[src/rtl/spi_cmd_pkg.sv]
package spi_cmd_pkg;

  localparam int TX_MAX = 8;
  localparam int RX_MAX = 4;

  localparam logic [1:0] OFS_CMD  = 2'd0;
  localparam logic [1:0] OFS_CTRL = 2'd1;
  localparam logic [1:0] OFS_DATA = 2'd2;

  localparam int CTRL_LAUNCH_BIT = 8;
  localparam int CTRL_BUSY_BIT   = 16;

  typedef enum logic [1:0] {
    ST_IDLE  = 2'd0,
    ST_SHIFT = 2'd1,
    ST_TAIL  = 2'd2
  } seq_state_e;

  function automatic logic [3:0] clamp_tx(input logic [3:0] v);
    return (v > 4'(TX_MAX)) ? 4'(TX_MAX) : v;
  endfunction

  function automatic logic [2:0] clamp_rx(input logic [3:0] v);
    return (v > 4'(RX_MAX)) ? 3'(RX_MAX) : v[2:0];
  endfunction

  // Index of the final bit of a transaction, counted from 0.
  function automatic logic [6:0] final_bit(input logic [3:0] tx, input logic [2:0] rx);
    logic [6:0] nbytes;
    nbytes = {3'd0, tx} + {4'd0, rx};
    return 7'((nbytes << 3) - 7'd1);
  endfunction

  // Byte k of the outgoing stream.
  function automatic logic [7:0] out_byte(input logic [31:0] cmd, input logic [31:0] data,
                                          input logic [3:0] k);
    case (k)
      4'd0:    return cmd[7:0];
      4'd1:    return cmd[31:24];
      4'd2:    return cmd[23:16];
      4'd3:    return cmd[15:8];
      4'd4:    return data[7:0];
      4'd5:    return data[15:8];
      4'd6:    return data[23:16];
      4'd7:    return data[31:24];
      default: return 8'h00;
    endcase
  endfunction

  // Position in the receive word of the bit now being sampled.
  function automatic logic [4:0] in_bit_pos(input logic [3:0] cur_byte, input logic [3:0] tx,
                                            input logic [2:0] bit_in);
    logic [1:0] lane;
    lane = 2'(cur_byte - tx);
    return {lane, ~bit_in};
  endfunction

endpackage

[src/rtl/spi_cmd_clkdiv.sv]
module spi_cmd_clkdiv #(
  parameter int HALF = 2
) (
  input  logic clk,
  input  logic rst_n,
  input  logic en,
  output logic tick
);
  localparam int CW = $clog2(HALF + 1);

  logic [CW-1:0] cnt;

  assign tick = en && (cnt == CW'(HALF - 1));

  always_ff @(posedge clk or negedge rst_n) begin
    if (!rst_n)      cnt <= '0;
    else if (!en)    cnt <= '0;
    else if (tick)   cnt <= '0;
    else             cnt <= cnt + 1'b1;
  end

  // the half-period counter never leaves its range
  a_r11_cnt_range: assert property (@(posedge clk) disable iff (!rst_n) cnt < CW'(HALF));
  // no clock edge is requested while the engine is idle
  a_r11_idle_no_tick: assert property (@(posedge clk) disable iff (!rst_n) !en |-> !tick);

endmodule

[src/rtl/spi_cmd_regs.sv]
module spi_cmd_regs
  import spi_cmd_pkg::*;
(
  input  logic        clk,
  input  logic        rst_n,
  input  logic        bus_wr,
  input  logic [1:0]  bus_addr,
  input  logic [31:0] bus_wdata,
  input  logic [1:0]  bus_raddr,
  output logic [31:0] bus_rdata,
  input  logic        busy,
  input  logic        seq_done,
  input  logic [31:0] rx_word,
  output logic [31:0] cmd_q,
  output logic [31:0] data_q,
  output logic        start_req,
  output logic [3:0]  req_tx,
  output logic [2:0]  req_rx
);
  logic [3:0] tx_q;
  logic [2:0] rx_q;
  logic       ctrl_wr;

  assign ctrl_wr   = bus_wr && (bus_addr == OFS_CTRL) && !busy;
  assign req_tx    = clamp_tx(bus_wdata[3:0]);
  assign req_rx    = clamp_rx(bus_wdata[7:4]);
  assign start_req = ctrl_wr && bus_wdata[CTRL_LAUNCH_BIT];

  always_ff @(posedge clk or negedge rst_n) begin
    if (!rst_n) begin
      cmd_q  <= '0;
      data_q <= '0;
      tx_q   <= '0;
      rx_q   <= '0;
    end else begin
      if (bus_wr && bus_addr == OFS_CMD) cmd_q <= bus_wdata;
      if (ctrl_wr) begin
        tx_q <= req_tx;
        rx_q <= req_rx;
      end
      if (seq_done && rx_q != 3'd0)             data_q <= rx_word;
      else if (bus_wr && bus_addr == OFS_DATA) data_q <= bus_wdata;
    end
  end

  always_comb begin
    bus_rdata = '0;
    case (bus_raddr)
      OFS_CMD:  bus_rdata = cmd_q;
      OFS_CTRL: begin
        bus_rdata[3:0]           = tx_q;
        bus_rdata[7:4]           = {1'b0, rx_q};
        bus_rdata[CTRL_BUSY_BIT] = busy;
      end
      OFS_DATA: bus_rdata = data_q;
      default:  bus_rdata = '0;
    endcase
  end

  // a valid launch makes the sequencer busy on the next cycle
  a_r3_launch_busy: assert property (@(posedge clk) disable iff (!rst_n)
    (start_req && req_tx != 4'd0) |=> busy);
  // a zero-length launch never makes the sequencer busy
  a_r10_zero_tx_idle: assert property (@(posedge clk) disable iff (!rst_n)
    (start_req && req_tx == 4'd0) |=> !busy);
  // control writes during a transaction leave the stored counts alone
  a_r9_busy_write_ignored: assert property (@(posedge clk) disable iff (!rst_n)
    (busy && bus_wr && bus_addr == OFS_CTRL) |=> ($stable(tx_q) && $stable(rx_q)));
  // at completion with a receive phase, the data word takes the received bytes
  a_r7_rx_capture: assert property (@(posedge clk) disable iff (!rst_n)
    (seq_done && rx_q != 3'd0) |=> data_q == $past(rx_word));
  // the stored counts never exceed their limits
  a_r8_counts_bounded: assert property (@(posedge clk) disable iff (!rst_n)
    (tx_q <= 4'(TX_MAX)) && (rx_q <= 3'(RX_MAX)));

endmodule

[src/rtl/spi_cmd_seq.sv]
module spi_cmd_seq
  import spi_cmd_pkg::*;
(
  input  logic        clk,
  input  logic        rst_n,
  input  logic        start_req,
  input  logic [3:0]  req_tx,
  input  logic [2:0]  req_rx,
  input  logic [31:0] cmd_q,
  input  logic [31:0] data_q,
  input  logic        tick,
  input  logic        miso,
  output logic        cs_n,
  output logic        sck,
  output logic        mosi,
  output logic        busy,
  output logic        seq_done,
  output logic [31:0] rx_word
);
  seq_state_e  state;
  logic [6:0]  bcnt;
  logic [6:0]  last_bit;
  logic [31:0] s_cmd;
  logic [31:0] s_data;
  logic [3:0]  s_tx;
  logic [31:0] rx_acc;
  logic        tail_half;

  logic        launch;
  logic [3:0]  cur_byte;
  logic [2:0]  bit_in;
  logic        in_tx;
  logic [7:0]  cur_out;
  logic [4:0]  rx_pos;

  assign launch   = start_req && (req_tx != 4'd0);
  assign cur_byte = bcnt[6:3];
  assign bit_in   = bcnt[2:0];
  assign in_tx    = cur_byte < s_tx;
  assign cur_out  = out_byte(s_cmd, s_data, cur_byte);
  assign rx_pos   = in_bit_pos(cur_byte, s_tx, bit_in);
  assign mosi     = (state == ST_SHIFT) && in_tx && cur_out[3'd7 - bit_in];
  assign seq_done = (state == ST_TAIL) && tick && tail_half;
  assign rx_word  = rx_acc;

  always_ff @(posedge clk or negedge rst_n) begin
    if (!rst_n) begin
      state     <= ST_IDLE;
      cs_n      <= 1'b1;
      sck       <= 1'b0;
      busy      <= 1'b0;
      bcnt      <= '0;
      last_bit  <= '0;
      s_cmd     <= '0;
      s_data    <= '0;
      s_tx      <= '0;
      rx_acc    <= '0;
      tail_half <= 1'b0;
    end else begin
      case (state)
        ST_IDLE: begin
          if (launch) begin
            state    <= ST_SHIFT;
            cs_n     <= 1'b0;
            sck      <= 1'b0;
            busy     <= 1'b1;
            bcnt     <= '0;
            last_bit <= final_bit(req_tx, req_rx);
            s_cmd    <= cmd_q;
            s_data   <= data_q;
            s_tx     <= req_tx;
            rx_acc   <= '0;
          end
        end
        ST_SHIFT: begin
          if (tick) begin
            if (!sck) begin
              sck <= 1'b1;
              if (!in_tx) rx_acc[rx_pos] <= miso;
            end else begin
              sck <= 1'b0;
              if (bcnt == last_bit) begin
                state     <= ST_TAIL;
                tail_half <= 1'b0;
              end else begin
                bcnt <= bcnt + 7'd1;
              end
            end
          end
        end
        ST_TAIL: begin
          if (tick) begin
            if (tail_half) begin
              state <= ST_IDLE;
              cs_n  <= 1'b1;
              busy  <= 1'b0;
            end else begin
              tail_half <= 1'b1;
            end
          end
        end
        default: state <= ST_IDLE;
      endcase
    end
  end

  // the serial clock stays low while chip select is released
  a_r4_sck_idle_low: assert property (@(posedge clk) disable iff (!rst_n) cs_n |-> !sck);
  // MOSI holds steady across the high phase of the serial clock
  a_r5_mosi_hold: assert property (@(posedge clk) disable iff (!rst_n)
    (!cs_n && sck && $past(sck)) |-> $stable(mosi));
  // a zero-length launch leaves chip select high
  a_r10_no_select: assert property (@(posedge clk) disable iff (!rst_n)
    (state == ST_IDLE && start_req && req_tx == 4'd0) |=> cs_n);
  // the bit counter never passes twelve bytes
  a_r8_bit_bound: assert property (@(posedge clk) disable iff (!rst_n) !cs_n |-> bcnt < 7'd96);

endmodule

[src/rtl/spi_cmd_engine.sv]
module spi_cmd_engine
  import spi_cmd_pkg::*;
#(
  parameter int CLK_DIV = 4
) (
  input  logic        clk,
  input  logic        rst_n,
  input  logic        bus_wr,
  input  logic [1:0]  bus_addr,
  input  logic [31:0] bus_wdata,
  input  logic [1:0]  bus_raddr,
  output logic [31:0] bus_rdata,
  output logic        spi_cs_n,
  output logic        spi_sck,
  output logic        spi_mosi,
  input  logic        spi_miso
);
  localparam int HALF = (CLK_DIV < 2) ? 1 : CLK_DIV / 2;

  logic        busy;
  logic        tick;
  logic        seq_done;
  logic        start_req;
  logic [3:0]  req_tx;
  logic [2:0]  req_rx;
  logic [31:0] cmd_q;
  logic [31:0] data_q;
  logic [31:0] rx_word;

  spi_cmd_regs u_regs (
    .clk       (clk),
    .rst_n     (rst_n),
    .bus_wr    (bus_wr),
    .bus_addr  (bus_addr),
    .bus_wdata (bus_wdata),
    .bus_raddr (bus_raddr),
    .bus_rdata (bus_rdata),
    .busy      (busy),
    .seq_done  (seq_done),
    .rx_word   (rx_word),
    .cmd_q     (cmd_q),
    .data_q    (data_q),
    .start_req (start_req),
    .req_tx    (req_tx),
    .req_rx    (req_rx)
  );

  spi_cmd_clkdiv #(.HALF(HALF)) u_div (
    .clk   (clk),
    .rst_n (rst_n),
    .en    (busy),
    .tick  (tick)
  );

  spi_cmd_seq u_seq (
    .clk       (clk),
    .rst_n     (rst_n),
    .start_req (start_req),
    .req_tx    (req_tx),
    .req_rx    (req_rx),
    .cmd_q     (cmd_q),
    .data_q    (data_q),
    .tick      (tick),
    .miso      (spi_miso),
    .cs_n      (spi_cs_n),
    .sck       (spi_sck),
    .mosi      (spi_mosi),
    .busy      (busy),
    .seq_done  (seq_done),
    .rx_word   (rx_word)
  );

  // chip select is low exactly while the engine reports busy
  a_r4_cs_tracks_busy: assert property (@(posedge clk) disable iff (!rst_n) spi_cs_n == !busy);

endmodule

[config.mk]
export PLATFORM = sky130hd
export DESIGN_NAME = spi_cmd_engine
export DESIGN_NICKNAME = d
export VERILOG_FILES = /design/src/rtl/spi_cmd_pkg.sv /design/src/rtl/spi_cmd_clkdiv.sv /design/src/rtl/spi_cmd_regs.sv /design/src/rtl/spi_cmd_seq.sv /design/src/rtl/spi_cmd_engine.sv
export SDC_FILE = /design/constraint.sdc
export NUM_CORES = 1
export LEC_CHECK = 0
export BUFFER_PORTS_ARGS = -buffer_cell sky130_fd_sc_hd__buf_2
export CAP_MARGIN = 10
export CELL_PAD_IN_SITES_DETAIL_PLACEMENT = 1
export CELL_PAD_IN_SITES_GLOBAL_PLACEMENT = 1
export CORE_MARGIN = 8
export CORE_UTILIZATION = 40
export CTS_BUF_LIST = sky130_fd_sc_hd__clkbuf_4 sky130_fd_sc_hd__clkbuf_8
export CTS_CLUSTER_SIZE = 16
export DETAILED_ROUTE_END_ITERATION = 8
export PLACE_DENSITY = 0.71
export SLEW_MARGIN = 30
export SYNTH_ARGS = -nofsm -noshare
export SYNTH_HDL_FRONTEND = slang
export SYNTH_HIERARCHICAL = 1
export SYNTH_SLANG_ARGS = --single-unit
[constraint.sdc]
create_clock -name clk -period 3.4 [get_ports clk]
set_input_delay 0.34 -clock clk [delete_from_list [all_inputs] [get_ports clk]]
set_output_delay 0.34 -clock clk [all_outputs]
set_load 0.01 [all_outputs]
==> flow_summary.yaml, run 1 <==
run_status:
  status: "completed"
critical_path:
  max_stage_delay_ns: 0.59
  worstSetupPathType: "flip-flop to output pin"
  critPathTopFamily: "compound AO/OA/AOI/OAI gates"
  crit_path_max_fanout: 33
  crit_buf_inv: 2
  worst_setup_path_end_kind: "output pin"
  worst_ep_required_time_ns: 3.06
  worstPathCellList: "buf_4, nor2_1, a221oi_1, o311ai_1, o211ai_1, a2111oi_0, buf_2"
  cp_slowest_cell: "a2111oi_0"
  crit_arrival_ns: 2.79
  critPathLaunchType: "flip-flop"
die:
  dieArea_sq_um: 29900
  pin_count: 75
  die_w_um: 173
  rows: 57
  die_y_um: 173
  core_sq_um: 24200
  start_util: 0.406
cells_and_area:
  antenna_cells: 0
  fillCellCount: 2780
  area_growth_pct: 10.6
  nets: 1121
  drive_above_1_share: 0.197
timing:
  relSlewSlack: 0.502
  finalHoldViolations: 0
  fmax_mhz: 319
  setup_tns_ns: 0
  period_share: 0.922
  skew_ns: 0.0171
  setup_violations: 0
  rsz0062_at_grt: "no"
  slew_viol_final: 0
  min_period_ns: 3.13
  tightest_slew_ns: 0.740
routing:
  ant_nets: 0
  num_vias: 7684
  routed_wl_um: 30200
  dr.pass1.iters: 5
  avgRoutedWirePerCell_um: 21.5
  drc: 0
  vias_per_cell: 5.47
  drtIter0Drc: 512
cts:
  cts.sinks: 191
  cts_root_buf: "clkbuf_8"
  cts_setup_buffers: 0
  clkLatencyLatePin_ns: 0.48
  post_cts_resized: 0
  cts_tree: "built"
  cts-buffers-inserted: 17
  htreeDepth: 4
  clk_pin_slew_worst_paths_ns: 0.11
  cts_buffer_depth: 2
synth:
  synth_edf_count: 0
  yosysWarnings: 6
  avgSynthCellArea_sq_um: 9.58
  syn_nets: 1080
  synthFlopType: "dfrtp_1"
  synth.distinct_cells: 60
  synth_cells: 1027
  syn_area_sq_um: 9840
  yosysSeqAreaShare: 0.486
  ys_ff_latch: 191
  async_flop_share: 1.00
grt:
  grt_pass1_wl_um: 48200
  overflow: 0
  grt.total_usage: 0.204
  antenna_found_initial: 0
  grt_pass1_vias: 8114
  grt_max_degree: 78
power:
  seq_power_share: 0.495
  p_int_mw: 4.06
  power.switching_mw: 2.57
  clkPwrFrac: 0.221
  p_leak_nw: 5.42
  netSwitchingFraction: 0.387
  powerDensity_nw_per_um2: 609
  combPwrFrac: 0.284
  total_power_mw: 6.63
  ir_worst_vdd_mv: 0.317
placed_design:
  dp_hpwl_um: 21500
  gp_congestion: 0.868
  port-buffer-count: 74
flow_run:
  drv_cap: 0
hold_path:
  hold_path_class: "primary input to flip-flop"
==> area by class of cell <==
| class | count | area [sq um] | area share |
|---|---|---|---|
| Sequential cell | 191 | 4780 | 0.439 |
| Inverter | 18 | 67.6 | 0.00621 |
| Tap cell | 324 | 405 | 0.0372 |
| Clock inverter | 15 | 148 | 0.0136 |
| Timing Repair Buffer | 101 | 647 | 0.0594 |
| Multi-Input combinational cell | 739 | 4600 | 0.423 |
| Clock buffer | 17 | 234 | 0.0215 |
==> path summary, 6_finish.rpt <==
path / end / slack [ns] / startpoint / depth (start not counted)
hold reg to reg: u_seq/s_data[26]$_DFFE_PN0P_ / 0.49 / u_seq/s_data[26]$_DFFE_PN0P_ / 2
setup / recovery: spi_mosi / 0.27 / u_seq/bcnt[4]$_DFFE_PN0P_ / 7
hold / removal: u_regs/cmd_q[26]$_DFFE_PN0P_ / 0.1 / bus_wdata[26] / 2
setup reg to reg: u_seq/rx_word[28]$_DFFE_PN0P_ / 0.75 / u_seq/bcnt[3]$_DFFE_PN0P_ / 9
max in group asynchronous: u_seq/s_cmd[12]$_DFFE_PN0P_ / 2.14 / rst_n / 3
min in group asynchronous: u_regs/data_q[4]$_DFFE_PN0P_ / 0.46 / rst_n / 2
==> flip-flops by register name, summed over array words and instances (netlist names) <==
register and cells:
u_seq/bcnt 7, u_seq/tail_half 1, u_regs/cmd_q 32, u_seq/busy 1, u_seq/rx_word 32, u_regs/tx_q 4
u_seq/s_tx 4, u_div/cnt 2, u_seq/last_bit 5, u_regs/data_q 32, u_seq/state 2, u_regs/rx_q 3
u_seq/s_data 32, u_seq/sck 1, u_seq/s_cmd 32, u_seq/cs_n 1
==> cell usage after synthesis (6+ instances only) <==
library cell / count / area share
mux2_1: 6 / 0.0069
ha_1: 11 / 0.014
mux2_2: 35 / 0.040
buf_6: 7 / 0.0080
a22o_1: 34 / 0.030
a21o_1: 6 / 0.0046
nor2_1: 65 / 0.025
mux2i_1: 72 / 0.073
nand3_1: 45 / 0.023
inv_1: 17 / 0.0065
dfrtp_1: 190 / 0.48
and2_1: 7 / 0.0044
buf_4: 9 / 0.0069
o21ai_0: 26 / 0.013
nor2b_1: 8 / 0.0051
o21ai_1: 12 / 0.0061
clkbuf_1: 39 / 0.015
nand3b_1: 6 / 0.0046
a21oi_2: 28 / 0.025
a21oi_1: 11 / 0.0056
buf_2: 19 / 0.0097
nand2_1: 286 / 0.11
and3b_1: 6 / 0.0053
==> kinds of logic (layout without fill, tap and decap cells) <==
family | after synthesis | in the layout | synth area share
mux | 118 | 118 | 0.132
fa+ha+maj | 13 | 13 | 0.0181
buf+inv | 97 | 151 | 0.0486
simple gates | 462 | 462 | 0.205
flops | 191 | 191 | 0.486
compound gates | 138 | 138 | 0.103
xor+xnor | 8 | 8 | 0.00712
==> placed cells by master, fill, tap and decap left out, types with 3 or more instances in the layout <==
cell      netlist  layout
nand2_1       286     286
dfrtp_1       190     190
buf_2          19      73
mux2i_1        72      72
nor2_1         65      65
nand3_1        45      45
mux2_2         35      35
a22o_1         34      34
a21oi_2        28      28
o21ai_0        26      25
buf_4           9      21
clkbuf_8        0      18
inv_1          17      17
o21ai_1        12      12
a21oi_1        11      11
ha_1           11      11
inv_6           0       7
nor2b_1         8       7
and2_1          7       7
nand3b_1        6       6
mux2_1          6       6
and3b_1         6       6
a21o_1          6       6
buf_12          0       5
mux4_2          5       5
nor3b_1         5       5
o211ai_1        5       5
nand4_1         5       5
and3_1          4       4
nand2b_1        4       4
or4_1           4       4
xor2_1          4       4
xnor2_1         4       4
clkinv_4        0       3
nor4_1          3       3
or3_1           4       3
==> worst register-to-register path: stages, from the launching register on <==
cell,delay (ns)
dfrtp_1,0.40
inv_2,0.13
ha_1,0.17
inv_1,0.06
fa_1,0.74
nor3b_2,0.53
nand2_1,0.10
nand2_1,0.10
nand3_1,0.07
a22o_1,0.25
==> power by group through the flow <==
stage               Combinational (mW)  Clock [mW]  Sequential (mW)
global route                      2.09        1.59             3.33
CTS                               1.89        1.52             3.27
floorplan                         1.32           0             3.06
global placement                  1.82           0             3.31
detailed placement                1.88           0             3.32
finish                            1.89        1.46             3.28
==> timing repair <==
item,CTS,global route
endpoints found under the hold margin,73,0
hold buffers,1,0
setup endpoints to repair,0,0
==> routing by layer <==
metal  track usage  vias up  share of wire
met1         0.290     3950           0.47
met2         0.321      149           0.48
met4        0.0600        0          0.016
met3        0.0255       28          0.036
li1              -     3557              -
met5             0        -              0
==> per-stage QoR <==
stage / instance area, sq um / util / cells / setup slack [ns] / hold slack [ns]
final: 10900 / 0.449 / 1405 / 0.267 / 0.0985
after floorplan: 9840 / - / 1027 / 0.893 / 0.0444
after detailed placement: 10500 / 0.433 / 1372 / 0.734 / 0.436
after global placement: 10500 / 0.433 / 1372 / 0.740 / 0.439
after global routing: 10900 / 0.449 / 1405 / 0.00979 / 0.0750
after CTS: 10900 / 0.449 / 1405 / 0.208 / 0.0669
(Power assumes the default switching activity.)
==> run 2, diff against run 1 <==
--- a/config.mk
+++ b/config.mk
@@ -15,6 +15,7 @@
 export CTS_CLUSTER_SIZE = 16
 export DETAILED_ROUTE_END_ITERATION = 8
 export PLACE_DENSITY = 0.71
+export REMOVE_ABC_BUFFERS = 1
 export SLEW_MARGIN = 30
 export SYNTH_ARGS = -nofsm -noshare
 export SYNTH_HDL_FRONTEND = slang
==> flow_summary.yaml, run 2 (synthesis gave the netlist of run 1 again) <==
cells_and_area:
  drive_above_1_share: 0.199
  layout.cells.most_common: "nand2_1"
  area_growth_pct: 10.3
  layout_common_cells: "nand2_1 (286), dfrtp_1 (189), buf_2 (73)"
  fillCellCount: 2827
  nets: 1121
  antenna_cells: 0
power:
  powerDensity_nw_per_um2: 601
  total_power_mw: 6.52
  ir_worst_vdd_mv: 0.210
  p_leak_nw: 5.40
hold_path:
  min_delay_path_depth: 2
  hold_path_class: "primary input to flip-flop"
  min_to: "u_regs/cmd_q[30]$_DFFE_PN0P_"
  worstHoldStart: "bus_wdata[30]"
timing:
  fmax_mhz: 315
  slew_viol_final: 0
  min_period_ns: 3.17
  relSlewSlack: 0.433
  tightest_slew_ns: 0.849
  skew_ns: 0.0143
  setup_violations: 0
  holdWs_ns: 0.111
  rsz0062_at_grt: "no"
  finalHoldViolations: 0
  period_share: 0.934
critical_path:
  crit_arrival_ns: 2.83
  regToRegSetupSlack_ns: 0.79
  worst_ep_required_time_ns: 3.06
  r2r-end: "u_seq/rx_word[29]$_DFFE_PN0P_"
  worst_setup_path_end_kind: "output pin"
  r2r_cells: 9
  worstReg2RegStart: "u_seq/bcnt[3]$_DFFE_PN0P_"
  critPathLaunchType: "flip-flop"
  crit_path_max_fanout: 9
  worstSetupPathType: "flip-flop to output pin"
routing:
  routed_wl_um: 29100
  avgRoutedWirePerCell_um: 20.7
  drc: 0
  num_vias: 7691
  drtIter0Drc: 586
  dr.pass1.iters: 4
  ant_nets: 0
  vias_per_cell: 5.47
grt:
  grt_pass1_vias: 8283
  overflow: 0
  grt_max_degree: 86
  antenna_found_initial: 0
  grt.total_usage: 0.196
  grt_pass1_wl_um: 47200
die:
  pin_count: 75
  die_y_um: 173
  die_w_um: 173
  rows: 57
  core_sq_um: 24200
  dieArea_sq_um: 29900
  start_util: 0.406
cts:
  clkLatencyLatePin_ns: 0.47
  cts_tree: "built"
  cts_root_buf: "clkbuf_8"
  cts_buffer_depth: 2
  cts.sinks: 191
  htreeDepth: 4
  cts-buffers-inserted: 17
  clk_pin_slew_worst_paths_ns: 0.11
placed_design:
  port-buffer-count: 74
  dp_hpwl_um: 19900
  gp_congestion: 0.822
run_status:
  status: "completed"
flow_run:
  drv_cap: 0
[run 2: cell types whose count changed in the layout (fill, tap and decap cells not counted), sizes merged]
| cell | delta |
|---|---|
| clkinv | -1 |
| clkbuf | +5 |
| clkinvlp | +2 |
| inv | -6 |
[run 2: worst max-delay path, cell delays in order (launching register included)]
cell and delay [ns]:
dfrtp_1 0.41, inv_2 0.15, ha_1 0.18, inv_1 0.05
fa_1 0.37, a21o_1 0.18, a21oi_2 0.22, nand4_1 0.16
a2111oi_1 0.34, buf_4 0.19, buf_2 0.12
[run 2: worst max path at each step]
stage                         startpoint                        end  slack, ns
6_report       u_seq/bcnt[3]$_DFFE_PN0P_                   spi_mosi       0.23
5_1_grt        u_seq/bcnt[3]$_DFFE_PN0P_                   spi_mosi       0.02
4_1_cts        u_seq/bcnt[3]$_DFFE_PN0P_                   spi_mosi       0.04
3_5_place_dp   u_seq/bcnt[3]$_DFFE_PN0P_                   spi_mosi       0.58
3_3_place_gp   u_seq/bcnt[3]$_DFFE_PN0P_                   spi_mosi       0.68
2_1_floorplan     u_seq/busy$_DFFE_PN0P_  u_seq/bcnt[5]$_DFFE_PN0P_      -1.88
[run 2: stage by stage]
stage,setup slack (ns),instances,TNS [ns],util,area (sq um)
after floorplan,-1.88,948,-128.32,-,9430
after global placement,0.683,1372,0,0.432,10500
after detailed placement,0.583,1372,0,0.432,10500
after CTS,0.0393,1405,0,0.448,10900
after global routing,0.0215,1405,0,0.448,10900
final,0.226,1405,0,0.448,10900
[run 2: report_power, final]
part / internal, mW / total, mW / switching (mW)
combinational: 0.742 / 1.82 / 1.07
sequential: 2.77 / 3.24 / 0.475
clock: 0.602 / 1.47 / 0.865
total: 4.11 / 6.52 / 2.41
[run 2: timing repair]
action | in CTS | in global routing
hold buffers | 1 | 0
buffers inserted | 0 | 0
endpoints found under the setup margin | 0 | 1
endpoints found under the hold margin | 68 | 0
gates resized for setup | 0 | 3
[run 2: layout make-up]
cell class                      count  area [sq um]  area share
Tap cell                          324           405      0.0373
Clock buffer                       22           297      0.0273
Clock inverter                     10          77.6     0.00714
Inverter                           18          67.6     0.00622
Timing Repair Buffer              101           622      0.0573
Sequential cell                   191          4780       0.440
Multi-Input combinational cell    739          4610       0.424
[run 2: metal layers]
| layer | wire, um | GRT usage |
|---|---|---|
| met5 | 0 | 0 |
| met4 | 537 | 0.0582 |
| met3 | 1130 | 0.0277 |
| met2 | 13500 | 0.306 |
| met1 | 14000 | 0.278 |
